[src/rtl/uart_xreg_pkg.sv]
package uart_xreg_pkg;

    localparam logic [7:0] EXT_KEY   = 8'hBF;
    localparam logic [7:0] ID_CODE   = 8'h0A;
    localparam logic [7:0] REV_CODE  = 8'h01;
    localparam logic [7:0] ENH_RESET = 8'h80;

    typedef enum logic [2:0] {
        AD_DATA  = 3'd0,
        AD_IEN   = 3'd1,
        AD_FEAT  = 3'd2,
        AD_LINE  = 3'd3,
        AD_TRIG  = 3'd4,
        AD_STAT  = 3'd5,
        AD_MSTAT = 3'd6,
        AD_SCR   = 3'd7
    } xaddr_e;

    typedef struct packed {
        logic [7:0] line_ctl;
        logic [7:0] feat_ctl;
        logic [7:0] enh_mode;
        logic [7:0] scratch;
        logic [7:0] div_lo;
        logic [7:0] div_hi;
        logic [7:0] rx_thresh;
        logic [7:0] tx_thresh;
    } xreg_t;

    localparam xreg_t XREG_RESET = '{
        line_ctl: 8'h00, feat_ctl: 8'h00, enh_mode: ENH_RESET, scratch: 8'h00,
        div_lo: 8'h00, div_hi: 8'h00, rx_thresh: 8'h00, tx_thresh: 8'h00
    };

    function automatic logic in_ext(input logic [7:0] line_ctl);
        return line_ctl == EXT_KEY;
    endfunction

    // 1 selects the transmit count for a level read
    function automatic logic level_is_tx(input logic [1:0] sel, input logic alt);
        case (sel)
            2'b01:   return 1'b1;
            2'b10:   return alt;
            default: return 1'b0;
        endcase
    endfunction

endpackage

[src/rtl/uart_xreg_bank.sv]
module uart_xreg_bank
    import uart_xreg_pkg::*;
(
    input  logic       clk,
    input  logic       rst,
    input  logic [2:0] addr,
    input  logic       wr,
    input  logic [7:0] wdata,
    output xreg_t      regs
);

    logic ext, dlab;
    assign ext  = in_ext(regs.line_ctl);
    assign dlab = regs.line_ctl[7];

    always_ff @(posedge clk) begin
        if (rst) begin
            regs <= XREG_RESET;
        end else if (wr) begin
            case (xaddr_e'(addr))
                AD_LINE: regs.line_ctl <= wdata;
                AD_DATA: if (dlab) regs.div_lo <= wdata;
                AD_IEN:  if (dlab) regs.div_hi <= wdata;
                AD_FEAT: if (ext) regs.feat_ctl <= wdata;
                AD_TRIG: if (ext) begin
                    if (regs.feat_ctl[7]) regs.tx_thresh <= wdata;
                    else                  regs.rx_thresh <= wdata;
                end
                AD_SCR:  if (ext) regs.enh_mode <= wdata;
                         else     regs.scratch  <= wdata;
                default: ;
            endcase
        end
    end

    // threshold write steered by feature control bit 7
    a_r6_rx_thresh_load: assert property (@(posedge clk) disable iff (rst)
        (wr && addr == 3'd4 && ext && !regs.feat_ctl[7]) |=> regs.rx_thresh == $past(wdata));

    // scratch writes land regardless of the swap bit
    a_r3_scratch_write: assert property (@(posedge clk) disable iff (rst)
        (wr && addr == 3'd7 && !ext) |=> regs.scratch == $past(wdata));

endmodule

[src/rtl/uart_xreg_rdmux.sv]
module uart_xreg_rdmux
    import uart_xreg_pkg::*;
#(
    parameter int CW = 7
) (
    input  logic          clk,
    input  logic          rst,
    input  logic [2:0]    addr,
    input  logic          rd,
    input  logic          enh_wr,
    input  logic [7:0]    line_ctl,
    input  logic [7:0]    feat_ctl,
    input  logic [7:0]    enh_mode,
    input  logic [7:0]    scratch,
    input  logic [7:0]    div_lo,
    input  logic [7:0]    div_hi,
    input  logic [CW-1:0] rx_count,
    input  logic [CW-1:0] tx_count,
    input  logic [2:0]    hold_err,
    output logic [7:0]    rdata
);

    logic       ext, dlab, div_zero, alt, level_rd;
    logic [7:0] rx8, tx8, level, rval;

    assign ext      = in_ext(line_ctl);
    assign dlab     = line_ctl[7];
    assign div_zero = (div_lo == 8'h00) && (div_hi == 8'h00);
    assign rx8      = 8'(rx_count);
    assign tx8      = 8'(tx_count);
    assign level    = level_is_tx(enh_mode[1:0], alt) ? tx8 : rx8;
    assign level_rd = rd && addr == 3'd7 && !ext && feat_ctl[6];

    always_comb begin
        rval = 8'h00;
        case (xaddr_e'(addr))
            AD_DATA: if (dlab) rval = div_zero ? ID_CODE  : div_lo;
            AD_IEN:  if (dlab) rval = div_zero ? REV_CODE : div_hi;
            AD_FEAT: if (ext)  rval = feat_ctl;
            AD_LINE: rval = line_ctl;
            AD_TRIG: if (ext)  rval = feat_ctl[7] ? tx8 : rx8;
            AD_STAT: rval = {3'b000, hold_err, 2'b00};
            AD_SCR:  rval = ext ? enh_mode : (feat_ctl[6] ? level : scratch);
            default: rval = 8'h00;
        endcase
    end

    always_ff @(posedge clk) begin
        if (rst) begin
            rdata <= 8'h00;
            alt   <= 1'b0;
        end else begin
            if (rd) rdata <= rval;
            if (enh_wr) alt <= 1'b0;
            else if (level_rd && enh_mode[1:0] == 2'b10) alt <= ~alt;
        end
    end

    // read data holds between reads
    a_r8_hold: assert property (@(posedge clk) disable iff (rst)
        !rd |=> $stable(rdata));

    // identity byte replaces a zero divisor
    a_r7_id_on_zero: assert property (@(posedge clk) disable iff (rst)
        (rd && addr == 3'd0 && dlab && div_lo == 8'h00 && div_hi == 8'h00) |=> rdata == 8'h0A);

endmodule

[src/rtl/uart_xreg_irq.sv]
module uart_xreg_irq (
    input  logic       clk,
    input  logic       rst,
    input  logic       immediate,
    input  logic       rx_push,
    input  logic [2:0] rx_push_err,
    input  logic       hold_load,
    input  logic [2:0] hold_err,
    input  logic       stat_rd,
    output logic       irq_line
);

    logic set_ev;
    assign set_ev = immediate ? (rx_push && |rx_push_err) : (hold_load && |hold_err);

    always_ff @(posedge clk) begin
        if (rst)          irq_line <= 1'b0;
        else if (set_ev)  irq_line <= 1'b1;
        else if (stat_rd) irq_line <= 1'b0;
    end

    // immediate mode reacts to the push
    a_r9_immediate: assert property (@(posedge clk) disable iff (rst)
        (immediate && rx_push && |rx_push_err) |=> irq_line);

    // delayed mode ignores anything but an errored holding load
    a_r10_delayed_quiet: assert property (@(posedge clk) disable iff (rst)
        (!irq_line && !immediate && !(hold_load && |hold_err)) |=> !irq_line);

    // status read clears when no new event arrives
    a_r11_clear: assert property (@(posedge clk) disable iff (rst)
        (stat_rd && !rx_push && !hold_load) |=> !irq_line);

endmodule

[src/rtl/uart_xreg_unit.sv]
module uart_xreg_unit
    import uart_xreg_pkg::*;
#(
    parameter int FIFO_DEPTH = 64,
    localparam int CW = $clog2(FIFO_DEPTH + 1)
) (
    input  logic          clk,
    input  logic          rst,
    input  logic [2:0]    addr,
    input  logic          rd,
    input  logic          wr,
    input  logic [7:0]    wdata,
    output logic [7:0]    rdata,
    input  logic [CW-1:0] rx_count,
    input  logic [CW-1:0] tx_count,
    input  logic          rx_push,
    input  logic [2:0]    rx_push_err,
    input  logic          hold_load,
    input  logic [2:0]    hold_err,
    output logic          irq_line,
    output logic [15:0]   divisor,
    output logic [7:0]    rx_thresh,
    output logic [7:0]    tx_thresh,
    output logic [1:0]    flow_hyst
);

    xreg_t regs;
    logic  enh_wr, stat_rd;

    assign enh_wr  = wr && addr == 3'd7 && in_ext(regs.line_ctl);
    assign stat_rd = rd && addr == 3'd5;

    uart_xreg_bank u_bank (
        .clk(clk), .rst(rst), .addr(addr), .wr(wr), .wdata(wdata), .regs(regs)
    );

    uart_xreg_rdmux #(.CW(CW)) u_rdmux (
        .clk(clk), .rst(rst), .addr(addr), .rd(rd), .enh_wr(enh_wr),
        .line_ctl(regs.line_ctl), .feat_ctl(regs.feat_ctl), .enh_mode(regs.enh_mode),
        .scratch(regs.scratch), .div_lo(regs.div_lo), .div_hi(regs.div_hi),
        .rx_count(rx_count), .tx_count(tx_count), .hold_err(hold_err), .rdata(rdata)
    );

    uart_xreg_irq u_irq (
        .clk(clk), .rst(rst), .immediate(regs.enh_mode[6]),
        .rx_push(rx_push), .rx_push_err(rx_push_err),
        .hold_load(hold_load), .hold_err(hold_err),
        .stat_rd(stat_rd), .irq_line(irq_line)
    );

    assign divisor   = {regs.div_hi, regs.div_lo};
    assign rx_thresh = regs.rx_thresh;
    assign tx_thresh = regs.tx_thresh;
    assign flow_hyst = regs.feat_ctl[1:0];

    // hysteresis output tracks a feature control write
    a_r12_hyst: assert property (@(posedge clk) disable iff (rst)
        (wr && addr == 3'd2 && in_ext(regs.line_ctl)) |=> flow_hyst == $past(wdata[1:0]));

endmodule

[config.mk]
export PLATFORM = sky130hd
export DESIGN_NAME = uart_xreg_unit
export DESIGN_NICKNAME = d
export VERILOG_FILES = /design/src/rtl/uart_xreg_pkg.sv /design/src/rtl/uart_xreg_bank.sv /design/src/rtl/uart_xreg_rdmux.sv /design/src/rtl/uart_xreg_irq.sv /design/src/rtl/uart_xreg_unit.sv
export SDC_FILE = /design/constraint.sdc
export NUM_CORES = 1
export LEC_CHECK = 0
export BUFFER_PORTS_ARGS = -buffer_cell sky130_fd_sc_hd__buf_2
export CAP_MARGIN = 20
export CORE_UTILIZATION = 55
export CTS_CLUSTER_DIAMETER = 80
export DETAILED_ROUTE_END_ITERATION = 10
export PLACE_DENSITY = 0.8
export REMOVE_ABC_BUFFERS = 1
export SLEW_MARGIN = 25
export SYNTH_ARGS = -nofsm -noshare
export SYNTH_HDL_FRONTEND = slang
export SYNTH_SLANG_ARGS = --single-unit
[constraint.sdc]
create_clock -name clk -period 2 [get_ports clk]
set_clock_uncertainty 0.1 [all_clocks]
set_input_delay 0.1 -clock clk [delete_from_list [all_inputs] [get_ports clk]]
set_output_delay 0.1 -clock clk [all_outputs]
set_load 0.01 [all_outputs]
==> impl_metrics.tcl <==
set metrics [dict create \
    status "completed" \
    routed-via-count 3405 \
    drtIter0Drc 295 \
    path_class "reg2reg" \
    ant_nets 0 \
    multiInputGateArea_mm2 0.00202 \
    critical_path.top_delay_family "compound AO/OA/AOI/OAI gates" \
    clkLatencyLatePin_ps 350 \
    area_delta_synth_final_pct 9.14 \
    finalHoldWorstSlack_ps 11.9 \
    netlist_instances 453 \
    layout_commonest_cell "buf_2" \
    seq_power_share 0.556 \
    yosysWarnings 0 \
    grt_antenna_before_repair 0 \
    syn_avg_cell_area_um2 8.70 \
    switchingPower_w 0.000679 \
    grt_pass1_vias 3189 \
    post-dp-hpwl_um 7550 \
    remaining_drc_errors 0 \
    setup_viol 0 \
    rsz0062_at_grt "false" \
    cts_buffer_depth 2 \
    pin_count 80 \
    cp-end-kind "flip-flop" \
    initial_core_util 0.574 \
    htree_levels 3 \
    ir_drop_mv 0.522 \
    synth-seq-area-share 0.376 \
    wire_per_inst_um 17.8 \
    register_area_mm2 0.00148 \
    num-fill-cells 626 \
    p_per_area_mw_per_mm2 623 \
    ys_seq_elements 74 \
    grt_remaining_overflow 0 \
    path_buf_inv 0 \
    worstPathCellList "mux2_2 > a22o_1 > a22oi_1 > o211ai_1 > o31a_1" \
    worstPathMaxFanout 9 \
    synth_flop_cell "dfxtp_1" \
    drv_cap 0 \
    first_pass_iters 5 \
    relSlewSlack 0.509 \
    cp_slowest_stage_delay_ps 560 \
    synth_edf_count 0 \
    dp.cells 570 \
    min_period_ps 1920 \
    stdcell_count 588 \
    root_buffer "clkbuf_8" \
    layout-drive-gt1-share 0.256 \
    final.setup.tns_ps 0 \
    rows 30 \
    nets 528 \
    die_w_um 86.7 \
    cts_tree "yes" \
    io_buffers 79 \
    cts_sinks 74 \
    required_ps 2130 \
    combPwrFrac 0.083 \
    hold_viol_final 0 \
    avgViaCountPerCell 5.79 \
    critPathSlowestCell "dfxtp_1" \
    post-route-period-util 0.960 \
    die_area_mm2 0.00751 \
    p_clk_frac 0.360 \
    swShare 0.253 \
    syn_area_mm2 0.00394 \
    final_cell_mix "79 x buf_2, 74 x dfxtp_1, 61 x nand2_1" \
    cts_made_buffers 9 \
    coreArea_mm2 0.00687 \
    arrival_ps 2050 \
    grt_pass1_wl_um 16200 \
    crit_path_start_kind "flip-flop" \
    gp_congestion 0.909 \
    dieHeight_um 86.7 \
    clk_pin_slew_ps 80 \
    drv_slew 0 \
    hp-class "in2reg" \
    synthArstFlopShare 0 \
    grt_max_degree 38 \
    diodes 0 \
    finalWirelength_um 10500 \
    internal-power_w 0.00200 \
    fmax_ghz 0.521 \
    grtUsageTotal 0.290 \
    worst_pin_slew_ps 736 \
    p_leak_nw 1.98 \
    synth_cell_types 57 \
]
[cell families after synthesis]
group / count (synthesis) / synth area share
AO/OA/AOI/OAI: 84 / 0.140
adder cells (fa/ha/maj): 2 / 0.00635
flip-flops: 74 / 0.376
buffers and inverters: 70 / 0.111
multiplexers: 58 / 0.151
AND/OR/NAND/NOR: 165 / 0.217
[per-layer routing]
metal  GRT usage  vias to the layer above  share of wire
li1            -                     1613              -
met1       0.382                     1607           0.44
met2       0.467                      152           0.47
met3      0.0448                       33          0.062
met4       0.136                        0          0.032
met5           0                        -              0
[cell type report]
class                           count  share of cell area
Sequential cell                    74               0.344
Clock inverter                      3             0.00436
Tap cell                           96              0.0279
Multi-Input combinational cell    309               0.470
Clock buffer                       11              0.0305
Inverter                            3             0.00262
Timing Repair Buffer               92               0.120
[stage by stage]
stage                     utilization  total power, W  setup slack, ps  instance area, um2
final                           0.626         0.00268             80.0                4300
after global routing            0.626         0.00277             21.6                4300
after CTS                       0.626         0.00269              111                4300
after detailed placement        0.599         0.00174              132                4110
after global placement          0.599         0.00173              196                4110
after floorplan                     -         0.00159              239                3520
[flip-flops by register name, summed over array words and instances, names as in the netlist]
register	count
u_rdmux.rdata	8
u_rdmux.alt	1
u_irq.irq_line	1
u_bank.regs	64
[cells in the mapped netlist (4+ instances only)]
cell / count / area share
a21oi_1: 32 / 0.041
nand2_1: 61 / 0.058
mux2i_1: 47 / 0.12
a22oi_1: 8 / 0.015
nor2b_1: 6 / 0.0095
nor2_1: 51 / 0.049
nand2b_1: 6 / 0.0095
buf_6: 4 / 0.011
clkbuf_1: 19 / 0.018
a211oi_1: 4 / 0.0076
nand3_1: 7 / 0.0089
dfxtp_1: 74 / 0.38
buf_4: 36 / 0.069
o21ai_0: 10 / 0.013
a221oi_1: 5 / 0.011
nor4_1: 4 / 0.0063
mux2_2: 11 / 0.031
buf_2: 7 / 0.0089
[power by group through the flow]
stage | logic [W] | clock network, W | registers (W)
2_1_floorplan | 0.0000689 | 0 | 0.00152
3_3_place_gp | 0.000210 | 0 | 0.00152
6_report | 0.000223 | 0.000965 | 0.00149
3_5_place_dp | 0.000213 | 0 | 0.00152
4_1_cts | 0.000219 | 0.000976 | 0.00149
5_1_grt | 0.000238 | 0.00105 | 0.00149
[final timing paths]
kind                                 from                             to  slack (ps)  depth (start not counted)
min                              wdata[2]   u_bank.regs[58]$_SDFFE_PP0P_          10                          3
max reg2reg  u_bank.regs[55]$_SDFFE_PP0P_  u_rdmux.rdata[0]$_SDFFE_PP0P_          80                          5
max          u_bank.regs[55]$_SDFFE_PP0P_  u_rdmux.rdata[0]$_SDFFE_PP0P_          80                          5
min reg2reg  u_bank.regs[43]$_SDFFE_PP0P_   u_bank.regs[43]$_SDFFE_PP0P_         350                          2
[tightest hold or removal path: stages]
cell and delay [ps]:
buf_2 170, nand2_1 80, a21oi_1 60
[repair_timing]
item / CTS / global route
setup buffers: 0 / 0
endpoints found under the hold margin: 7 / 0
hold buffers: 4 / 0
gates resized for setup: 0 / 0
(Power assumes the default switching activity.)
